File: src/rtl/prefetch_ctl_pkg.sv
package prefetch_ctl_pkg;

    typedef enum logic [1:0] {
        ST_BOOT   = 2'd0,
        ST_REFILL = 2'd1,
        ST_RUN    = 2'd2,
        ST_SECOND = 2'd3
    } pf_state_e;

    typedef enum logic [1:0] {
        ACT_HOLD     = 2'd0,
        ACT_SEQ      = 2'd1,
        ACT_REDIRECT = 2'd2
    } fetch_act_e;

    typedef struct packed {
        logic flow;
        logic psv;
        logic dword;
        logic in_rep;
    } ins_class_t;

endpackage

File: src/rtl/prefetch_ctl_fsm.sv
module prefetch_ctl_fsm
    import prefetch_ctl_pkg::*;
(
    input  logic       clk,
    input  logic       rst_n,
    input  logic       stall_req,
    input  ins_class_t cls,
    output fetch_act_e fetch_act,
    output logic       load_ir,
    output logic       ir_valid,
    output logic       ir_second
);

    pf_state_e state_q;
    pf_state_e state_d;
    logic      two_cycle;

    // program-space operands are free inside a repeat loop; double-word moves never are
    assign two_cycle = cls.dword | (cls.psv & ~cls.in_rep);

    always_ff @(posedge clk) begin
        if (!rst_n) begin
            state_q <= ST_BOOT;
        end else begin
            state_q <= state_d;
        end
    end

    always_comb begin
        state_d = state_q;
        unique case (state_q)
            ST_BOOT: begin
                if (!stall_req) state_d = ST_REFILL;
            end
            ST_REFILL: begin
                if (!stall_req) state_d = ST_RUN;
            end
            ST_RUN: begin
                if (!stall_req) begin
                    if (cls.flow)      state_d = ST_REFILL;
                    else if (two_cycle) state_d = ST_SECOND;
                    else               state_d = ST_RUN;
                end
            end
            ST_SECOND: begin
                if (!stall_req) state_d = ST_RUN;
            end
        endcase
    end

    always_comb begin
        fetch_act = ACT_HOLD;
        load_ir   = 1'b0;
        unique case (state_q)
            ST_BOOT: begin
                if (!stall_req) fetch_act = ACT_SEQ;
            end
            ST_REFILL: begin
                if (!stall_req) begin
                    fetch_act = ACT_SEQ;
                    load_ir   = 1'b1;
                end
            end
            ST_RUN: begin
                if (!stall_req) begin
                    if (cls.flow) begin
                        fetch_act = ACT_REDIRECT;
                    end else if (!two_cycle) begin
                        fetch_act = ACT_SEQ;
                        load_ir   = 1'b1;
                    end
                end
            end
            ST_SECOND: begin
                if (!stall_req) begin
                    fetch_act = ACT_SEQ;
                    load_ir   = 1'b1;
                end
            end
        endcase
    end

    assign ir_valid  = (state_q == ST_RUN) || (state_q == ST_SECOND);
    assign ir_second = (state_q == ST_SECOND);

endmodule

File: src/rtl/prefetch_ctl_pc.sv
module prefetch_ctl_pc
    import prefetch_ctl_pkg::*;
#(
    parameter int unsigned ADDR_W   = 16,
    parameter int unsigned PC_STEP  = 2,
    parameter int unsigned RESET_PC = 0
) (
    input  logic              clk,
    input  logic              rst_n,
    input  fetch_act_e        fetch_act,
    input  logic [ADDR_W-1:0] target,
    output logic [ADDR_W-1:0] fetch_addr,
    output logic              fetch_en,
    output logic [ADDR_W-1:0] pfb_addr
);

    localparam logic [ADDR_W-1:0] STEP_V  = ADDR_W'(PC_STEP);
    localparam logic [ADDR_W-1:0] RESET_V = ADDR_W'(RESET_PC);

    logic [ADDR_W-1:0] pc_q;

    assign fetch_addr = (fetch_act == ACT_REDIRECT) ? target : pc_q;
    assign fetch_en   = (fetch_act != ACT_HOLD);

    always_ff @(posedge clk) begin
        if (!rst_n) begin
            pc_q     <= RESET_V;
            pfb_addr <= RESET_V;
        end else if (fetch_en) begin
            pc_q     <= fetch_addr + STEP_V;
            pfb_addr <= fetch_addr;
        end
    end

endmodule

File: src/rtl/prefetch_ctl_ir.sv
module prefetch_ctl_ir #(
    parameter int unsigned ADDR_W  = 16,
    parameter int unsigned INSTR_W = 24
) (
    input  logic               clk,
    input  logic               rst_n,
    input  logic               load,
    input  logic [INSTR_W-1:0] buf_word,
    input  logic [ADDR_W-1:0]  buf_addr,
    output logic [INSTR_W-1:0] ir_word,
    output logic [ADDR_W-1:0]  ir_addr
);

    always_ff @(posedge clk) begin
        if (!rst_n) begin
            ir_word <= '0;
            ir_addr <= '0;
        end else if (load) begin
            ir_word <= buf_word;
            ir_addr <= buf_addr;
        end
    end

endmodule

File: src/rtl/prefetch_ctl.sv
module prefetch_ctl
    import prefetch_ctl_pkg::*;
#(
    parameter int unsigned ADDR_W   = 16,
    parameter int unsigned INSTR_W  = 24,
    parameter int unsigned PC_STEP  = 2,
    parameter int unsigned RESET_PC = 0
) (
    input  logic               clk,
    input  logic               rst_n,
    input  logic               stall_req,
    input  logic               cls_flow,
    input  logic               cls_psv,
    input  logic               cls_dword,
    input  logic               cls_in_rep,
    input  logic [ADDR_W-1:0]  flow_target,
    input  logic [INSTR_W-1:0] imem_rdata,
    output logic               imem_en,
    output logic [ADDR_W-1:0]  imem_addr,
    output logic [INSTR_W-1:0] ir_word,
    output logic [ADDR_W-1:0]  ir_addr,
    output logic               ir_valid,
    output logic               ir_second
);

    ins_class_t        cls;
    fetch_act_e        fetch_act;
    logic              load_ir;
    logic [ADDR_W-1:0] pfb_addr;

    assign cls = '{flow: cls_flow, psv: cls_psv, dword: cls_dword, in_rep: cls_in_rep};

    prefetch_ctl_fsm u_fsm (
        .clk       (clk),
        .rst_n     (rst_n),
        .stall_req (stall_req),
        .cls       (cls),
        .fetch_act (fetch_act),
        .load_ir   (load_ir),
        .ir_valid  (ir_valid),
        .ir_second (ir_second)
    );

    prefetch_ctl_pc #(
        .ADDR_W   (ADDR_W),
        .PC_STEP  (PC_STEP),
        .RESET_PC (RESET_PC)
    ) u_pc (
        .clk        (clk),
        .rst_n      (rst_n),
        .fetch_act  (fetch_act),
        .target     (flow_target),
        .fetch_addr (imem_addr),
        .fetch_en   (imem_en),
        .pfb_addr   (pfb_addr)
    );

    prefetch_ctl_ir #(
        .ADDR_W  (ADDR_W),
        .INSTR_W (INSTR_W)
    ) u_ir (
        .clk      (clk),
        .rst_n    (rst_n),
        .load     (load_ir),
        .buf_word (imem_rdata),
        .buf_addr (pfb_addr),
        .ir_word  (ir_word),
        .ir_addr  (ir_addr)
    );

endmodule

File: config.mk
export PLATFORM = sky130hd
export DESIGN_NAME = prefetch_ctl
export DESIGN_NICKNAME = d
export VERILOG_FILES = /design/src/rtl/prefetch_ctl_pkg.sv /design/src/rtl/prefetch_ctl_fsm.sv /design/src/rtl/prefetch_ctl_pc.sv /design/src/rtl/prefetch_ctl_ir.sv /design/src/rtl/prefetch_ctl.sv
export SDC_FILE = /design/constraint.sdc
export NUM_CORES = 1
export LEC_CHECK = 0
export ABC_AREA = 1
export BUFFER_PORTS_ARGS = -buffer_cell sky130_fd_sc_hd__clkbuf_2
export CORE_UTILIZATION = 51
export CTS_BUF_LIST = sky130_fd_sc_hd__clkbuf_16
export DETAILED_ROUTE_END_ITERATION = 8
export GPL_TIMING_DRIVEN = 0
export PLACE_DENSITY = 0.8
export SYNTH_ARGS = -nofsm -noshare
export SYNTH_HDL_FRONTEND = slang
export SYNTH_SLANG_ARGS = --single-unit
export TNS_END_PERCENT = 50
File: constraint.sdc
create_clock -name clk -period 1.8 [get_ports clk]
set_input_delay 0.18 -clock clk [delete_from_list [all_inputs] [get_ports clk]]
set_output_delay 0.18 -clock clk [all_outputs]
set_load 0.02 [all_outputs]
==> results by group, run 1 <==
Worst setup path
  – CP max FO: 10
  – Setup crit end kind: output port
  – RR Startpoint: u_fsm.state_q[1]
  – CP max stage cell: dfxtp_2
  – Worst Path Required: 1.62 ns
  – CP cell instances: inv_2 -> nor2_8 -> buf_6 -> buf_12 -> nand3_2 -> nand2_4 -> clkbuf_2
  – Cell family with most CP delay: buffers and inverters
  – Critical path arrival: 1.56 ns
  – R2R depth: 13
  – Startpoint types: flip-flop
  – Setup slack, reg-to-reg: 0.07 ns
  – Reg2reg end: u_pc.pc_q[15]
  – Worst path bufs/invs: 4
  – Crit-path max cell delay: 0.36 ns
  – Critical path type: flip-flop to output port

Yosys
  – Synth area leader: dfxtp_1
  – Synthesized flop and latch total: 73
  – Fraction of registers with async set/reset: 0%
  – Top-count cell post-synth: nor2_1
  – Multiplexer share of the synthesized area: 0%
  – Syn Nets: 488
  – Synth Area in Compound Gates: 13.8%
  – YS warnings: 0
  – Largest family of logic cells by synthesized area: simple AND/OR/NAND/NOR gates
  – Synth top area share: 43.3%
  – Post-Synth Simple-Gate Area: 34.5%
  – Number of synthesized flops with an enable pin: 0
  – Synth Instances: 440
  – Area contributors post-synth: dfxtp_1, nor2_1, o21ai_0, nand2_1, nand2_2
  – Seq/Total Area, Yosys: 43.3%
  – Main synth FF type: dfxtp_1
  – Mapped cell area: 3380 sq um
  – Post-Synth XOR/XNOR Area: 0.519%
  – Post-synth top cells: nor2_1, dfxtp_1, o21ai_0
  – Mean post-synth cell area: 7.67 sq um
  – Synth unique cells: 33
  – Adder-cell share of the synthesized area: 0.371%

Detailed routing
  – DRT Wirelength: 8.92 mm
  – Routed metal-1 wire length: 3.77 mm
  – Post-DRT Antenna Nets: 0
  – Met3 routed wirelength: 436 um
  – Drt via density: 5.16
  – Via count: 3315
  – Wirelength per Cell: 13.9 um
  – DRC: 0
  – 1st-pass router iterations: 4
  – Met2 WL post-DR: 4.49 mm
  – Initial DRC Count: 160
  – Highest metal used: met4

Min path
  – HP Class: input pin to flip-flop
  – Hold Path Cell Cnt: 3
  – Hold Path End: u_ir.ir_word[2]
  – Hold Path Origin: imem_rdata[2]

CTS
  – Clock sink count: 73
  – Clock tree root buffer cell: clkbuf_16
  – Worst-path clk slew: 0.06 ns
  – Clock Latency Late Sink: 0.33 ns
  – TritonCTS buffer count: 9
  – H-Tree Depth: 3
  – CTS tree: yes
  – Longest Clk Path Bufs: 2

Global routing
  – Largest net degree at the start of global routing: 14
  – Vias in the first global route: 3170
  – Total track usage: 26.4%
  – First-pass GRT wire length: 14.7 mm
  – Initial antenna violation count: 0
  – Grt ovf: 0

Place
  – Number of I/O port buffers: 104
  – Post-DP HPWL: 6.20 mm
  – Gpl congestion: 0.878
  – Placed insts: 621

Cells and area
  – Nets: 609
  – Layout cells sized above 1: 34.8%
  – Final core utilization: 69.5%
  – Count of non-filler cells in the finished layout: 643
  – ANT cells: 0
  – Fillers: 552
  – Area delta synth->final: 31.4%

STA
  – Tcrit/Tclk final: 96.4%
  – Worst Tran Pin Value: 0.473 ns
  – F_max: 576 MHz
  – Rel. slew slack: 68.5%
  – Fin crit period: 1.74 ns
  – RSZ-0062 raised after global routing: true
  – Final Slew Violations: 0
  – Final setup viols: 0
  – Final Hold Slack: 0.0711 ns
  – Clk_skew: 0.00320 ns
  – Final Hold Viols: 0

Power and ir drop
  – Switch Pwr: 0.00118 W
  – Sw Share: 27.3%
  – Internal power: 0.00316 W
  – Peak supply drop: 0.679 mV
  – Gate power share: 14.8%
  – Reg power frac: 41.1%
  – P_leak: 2.22 nW
  – Power Density: 978 nW/um^2
  – Clk pwr share: 44.1%

Floorplanning
  – Top Ports: 106
  – Die Y: 83.4 um
  – Initial core utilization: 52.9%
  – Horiz. Die Dim: 83.4 um
  – Core Footprint: 6390 sq um
  – Rows: 29
  – Die area: 6950 sq um

Status
  – Status: completed

Job
  – Max-capacitance violation count: 0
layout by cell type, fill, tap and decap left out, types with 2 or more instances in the layout:
cell type | synthesis | routed
o21ai_1 | 5 | 5
nand2_4 | 9 | 11
nand4_1 | 4 | 4
nand2_1 | 45 | 44
clkbuf_16 | 0 | 9
nor2_1 | 107 | 104
clkbuf_1 | 10 | 10
o21ai_0 | 61 | 60
buf_2 | 7 | 6
inv_2 | 3 | 3
nand3_1 | 23 | 20
nand3_2 | 5 | 8
clkbuf_2 | 1 | 101
dfxtp_1 | 73 | 71
inv_1 | 23 | 24
nor2_2 | 1 | 4
nand2_2 | 19 | 18
clkbuf_8 | 1 | 2
clkinvlp_4 | 0 | 3
buf_12 | 2 | 2
nor2_8 | 4 | 4
a21oi_1 | 15 | 15
xor2_1 | 2 | 2
buf_4 | 2 | 11
nor3_1 | 2 | 2
a31oi_1 | 4 | 4
nand3_4 | 4 | 4
bufinv_16 | 0 | 2
sequential cells by signal (all words and copies together), names as in the netlist:
name	count
u_ir.ir_addr	16
u_ir.ir_word	24
u_fsm.state_q	2
u_pc.pc_q	16
u_pc.pfb_addr	15
cells by family after synthesis:
logic type | Yosys count
adder cells (fa/ha/maj) | 1
buffers and inverters | 50
AO/OA/AOI/OAI | 89
flip-flops | 73
XOR/XNOR | 2
AND/OR/NAND/NOR | 225
power groups by stage:
stage               sequential (W)  combinational [W]  clock, W
floorplan                  0.00188           0.000321         0
global placement           0.00181           0.000598         0
detailed placement         0.00181           0.000610         0
CTS                        0.00178           0.000629   0.00192
global route               0.00179           0.000702   0.00201
finish                     0.00178           0.000642   0.00191
final cells by class:
type | count | area (sq um) | share of cell area [%]
buffer | 23 | 150 | 3.38
clock buffer | 9 | 225 | 5.07
clock inverter | 7 | 95.1 | 2.14
inverter | 26 | 97.6 | 2.20
multi-input combinational | 317 | 1710 | 38.6
sequential | 73 | 1470 | 33.0
tap | 77 | 96.3 | 2.17
timing repair buffer | 111 | 593 | 13.4
repair_timing:
action,CTS,global route
buffers inserted,3,4
hold buffers,0,0
pin swaps,4,7
gates resized for setup,8,16
endpoints found under the setup margin,6,19
worst max path at each step:
stage / startpoint / to / slack [ns] / cells after the start
final: u_fsm.state_q[1] / imem_addr[11] / 0.06 / 7
after global routing: u_fsm.state_q[1] / u_pc.pc_q[15] / -0.06 / 12
after detailed placement: u_fsm.state_q[1] / u_pc.pc_q[13] / -0.07 / 12
after floorplan: u_fsm.state_q[1] / u_pc.pc_q[13] / 0.05 / 12
after global placement: u_fsm.state_q[0] / u_pc.pc_q[13] / -0.04 / 12
after CTS: u_fsm.state_q[1] / u_pc.pc_q[15] / 0.0008 / 12
worst register-to-register path, cell delays in order, from the launching register on:
cell and delay (ns):
dfxtp_2 0.36, inv_2 0.07, nor2_8 0.15, buf_6 0.13, buf_12 0.13, nand3_2 0.09, nand2_4 0.10, nand2_2 0.08
nor2_4 0.19, nand3_1 0.11, nand2_1 0.07, nand3_1 0.06, nand2_1 0.06, inv_1 0.03
stage by stage:
stage	worst slack (ns)	power [W]	instance area (sq um)	setup TNS [ns]
floorplan	0.0486	0.00220	3380	0
global placement	-0.0389	0.00241	4000	-0.0878
detailed placement	-0.0704	0.00242	4000	-0.193
CTS	0.000835	0.00433	4360	0
global route	-0.0641	0.00450	4440	-0.107
finish	0.0642	0.00434	4440	0
metal layers:
metal  vias up  global-route usage (%)
li1       1673                       -
met1      1537                    31.3
met2        84                    46.0
met3        21                    5.17
met4         0                    11.9
met5         -                       0
Power figures use the tool's default switching activity.
==> run 2: changes to the inputs <==
--- a/config.mk
+++ b/config.mk
@@ -7,11 +7,13 @@
 export LEC_CHECK = 0
 export ABC_AREA = 1
 export BUFFER_PORTS_ARGS = -buffer_cell sky130_fd_sc_hd__clkbuf_2
-export CORE_UTILIZATION = 51
+export CELL_PAD_IN_SITES_DETAIL_PLACEMENT = 1
+export CELL_PAD_IN_SITES_GLOBAL_PLACEMENT = 2
+export CORE_UTILIZATION = 28
 export CTS_BUF_LIST = sky130_fd_sc_hd__clkbuf_16
 export DETAILED_ROUTE_END_ITERATION = 8
 export GPL_TIMING_DRIVEN = 0
-export PLACE_DENSITY = 0.8
+export PLACE_DENSITY_LB_ADDON = 0.1
 export SYNTH_ARGS = -nofsm -noshare
 export SYNTH_HDL_FRONTEND = slang
 export SYNTH_SLANG_ARGS = --single-unit
==> run 2 against run 1 <==
  * The flow now finishes with violations (design-rule violations)
  * Clock skew barely moved
  * Via count increased by 1.5%
  * Design area rose by 8.3%
  * Sequential cell count stayed put
  * Critical path type unchanged
  * Critical endpoint is now imem_addr[8]
  * Largest cell class unchanged
  * Highest routed layer unchanged
==> results by group, run 2 (synthesis gave the netlist of run 1 again) <==
Place
  – Gpl congestion: 0.765
  – Placed insts: 687
  – Placed cell area: 4080 sq um
  – Number of I/O port buffers: 104
  – Post-DP HPWL: 7.85 mm

Floorplanning
  – Rows: 39
  – Die Y: 112 um
  – Die area: 12500 sq um
  – Initial core utilization: 29.2%
  – Core Footprint: 11600 sq um
  – Horiz. Die Dim: 112 um
  – Top Ports: 106

Cells and area
  – Final core utilization: 41.6%
  – Max reg flops: 24
  – Final instance area: 4810 sq um
  – Layout cells sized above 1: 37.7%
  – ANT cells: 0
  – Most frequent cells in the layout: nor2_1, clkbuf_2, dfxtp_1
  – Top reg by flops: u_ir.ir_word
  – Nets: 618
  – Commonest non-fill, non-tap cell in the layout: nor2_1
  – Count of non-filler cells in the finished layout: 718
  – Area delta synth->final: 42.3%
  – Biggest regs: u_ir.ir_word: 24 flops, u_ir.ir_addr: 16 flops, u_pc.pc_q: 16 flops

Detailed routing
  – Initial DRC Count: 113
  – Via count: 3365
  – Wirelength per Cell: 15.2 um
  – 1st-pass router iterations: 6
  – Routed metal-1 wire length: 4.96 mm
  – Met3 routed wirelength: 484 um
  – Highest metal used: met4
  – DRT Wirelength: 10.9 mm
  – DRC: 6
  – Drt via density: 4.69
  – Met2 WL post-DR: 5.34 mm
  – Post-DRT Antenna Nets: 0

Power and ir drop
  – Total power: 0.00450 W
  – Peak supply drop: 0.432 mV
  – Power Density: 936 nW/um^2
  – P_leak: 2.32 nW

CTS
  – Clock sink count: 73
  – # hold bufs at CTS: 0
  – H-Tree Depth: 3
  – TritonCTS buffer count: 9
  – Clock tree root buffer cell: clkbuf_16
  – CTS tree: yes
  – Clock Latency Late Sink: 0.33 ns
  – Worst-path clk slew: 0.06 ns
  – Longest Clk Path Bufs: 2

STA
  – F_max: 566 MHz
  – Rel. slew slack: 64.6%
  – Final Hold Viols: 0
  – Final Hold Slack: 0.0731 ns
  – Clk_skew: 0.00276 ns
  – Worst Tran Pin Value: 0.531 ns
  – RSZ-0062 raised after global routing: true
  – Fin crit period: 1.77 ns
  – Final setup viols: 0
  – Final Slew Violations: 0
  – Tcrit/Tclk final: 98.2%

Status
  – Status: finished with violations
  – Violated checks: design-rule violations

Worst setup path
  – Worst path bufs/invs: 4
  – Setup crit end kind: output port
  – Startpoint types: flip-flop
  – Critical path arrival: 1.59 ns
  – CP max stage cell: dfxtp_4
  – Cell family with most CP delay: buffers and inverters
  – Crit-path max cell delay: 0.37 ns
  – CP max FO: 7
  – Critical path type: flip-flop to output port
  – CP cell instances: inv_4 -> nor2_8 -> buf_6 -> buf_12 -> nand3_4 -> nand2_4 -> buf_2
  – Worst Path Required: 1.62 ns

Global routing
  – Total track usage: 17.9%
  – Largest net degree at the start of global routing: 13
  – Initial antenna violation count: 0
  – Grt ovf: 0
  – First-pass GRT wire length: 17.5 mm
  – Vias in the first global route: 3436

Min path
  – HP Class: input pin to flip-flop

Job
  – Max-capacitance violation count: 0
## run 2: cell count changes in the layout (fill, tap and decap cells not counted), sizes merged
cell	previous run	this run
clkinvlp	3	1
buf	20	35
bufinv	2	3
nor2	113	114
clkinv	0	3
clkbuf	122	115
inv	28	26
## run 2: layout make-up
| type | instances | area [sq um] |
|---|---|---|
| buffer | 24 | 164 |
| clock buffer | 9 | 225 |
| clock inverter | 7 | 109 |
| fill | 1434 | 6760 |
| inverter | 26 | 100 |
| multi-input combinational | 318 | 1860 |
| sequential | 73 | 1470 |
| tap | 143 | 179 |
| timing repair buffer | 118 | 704 |
## run 2: routing by layer
metal | vias up | track usage, %
met5 | - | 0
met4 | 0 | 4.41
met3 | 10 | 4.95
met2 | 64 | 31.3
met1 | 1596 | 21.6
li1 | 1695 | -
## run 2: worst paths after layout
check | start | endpoint | slack (ns) | cells past startpoint
setup / recovery | u_fsm.state_q[1] | imem_addr[8] | 0.03 | 7
hold / removal | imem_rdata[8] | u_ir.ir_word[8] | 0.07 | 3
setup reg to reg | u_fsm.state_q[1] | u_pc.pc_q[11] | 0.05 | 13
hold reg to reg | u_pc.pc_q[0] | u_ir.ir_addr[0] | 0.47 | 2
## run 2: metrics by stage
stage               TNS (ns)  setup slack [ns]
finish                     0            0.0317
floorplan                  0            0.0486
global route          -0.606           -0.0671
CTS                        0           0.00198
global placement      -0.369            -0.118
detailed placement    -0.536            -0.144
## run 2: power by group
part / leakage, nW / switching [W] / internal (W)
clock network: 0.158 / 0.000672 / 0.00134
logic: 1.57 / 0.000455 / 0.000254
registers: 0.600 / 0.0000602 / 0.00172
## run 2: tightest hold or removal path, stage by stage
cell	delay, ns
clkbuf_2	0.08
nor2_1	0.04
nor2_1	0.08
## run 2: what timing repair did
action / 4_1_cts / 5_1_grt
setup buffers: 6 / 7
gates resized for setup: 17 / 55
hold endpoints to repair: 0 / 0
setup endpoints to repair: 16 / 24
gates cloned: 0 / 2
pin swaps: 8 / 22
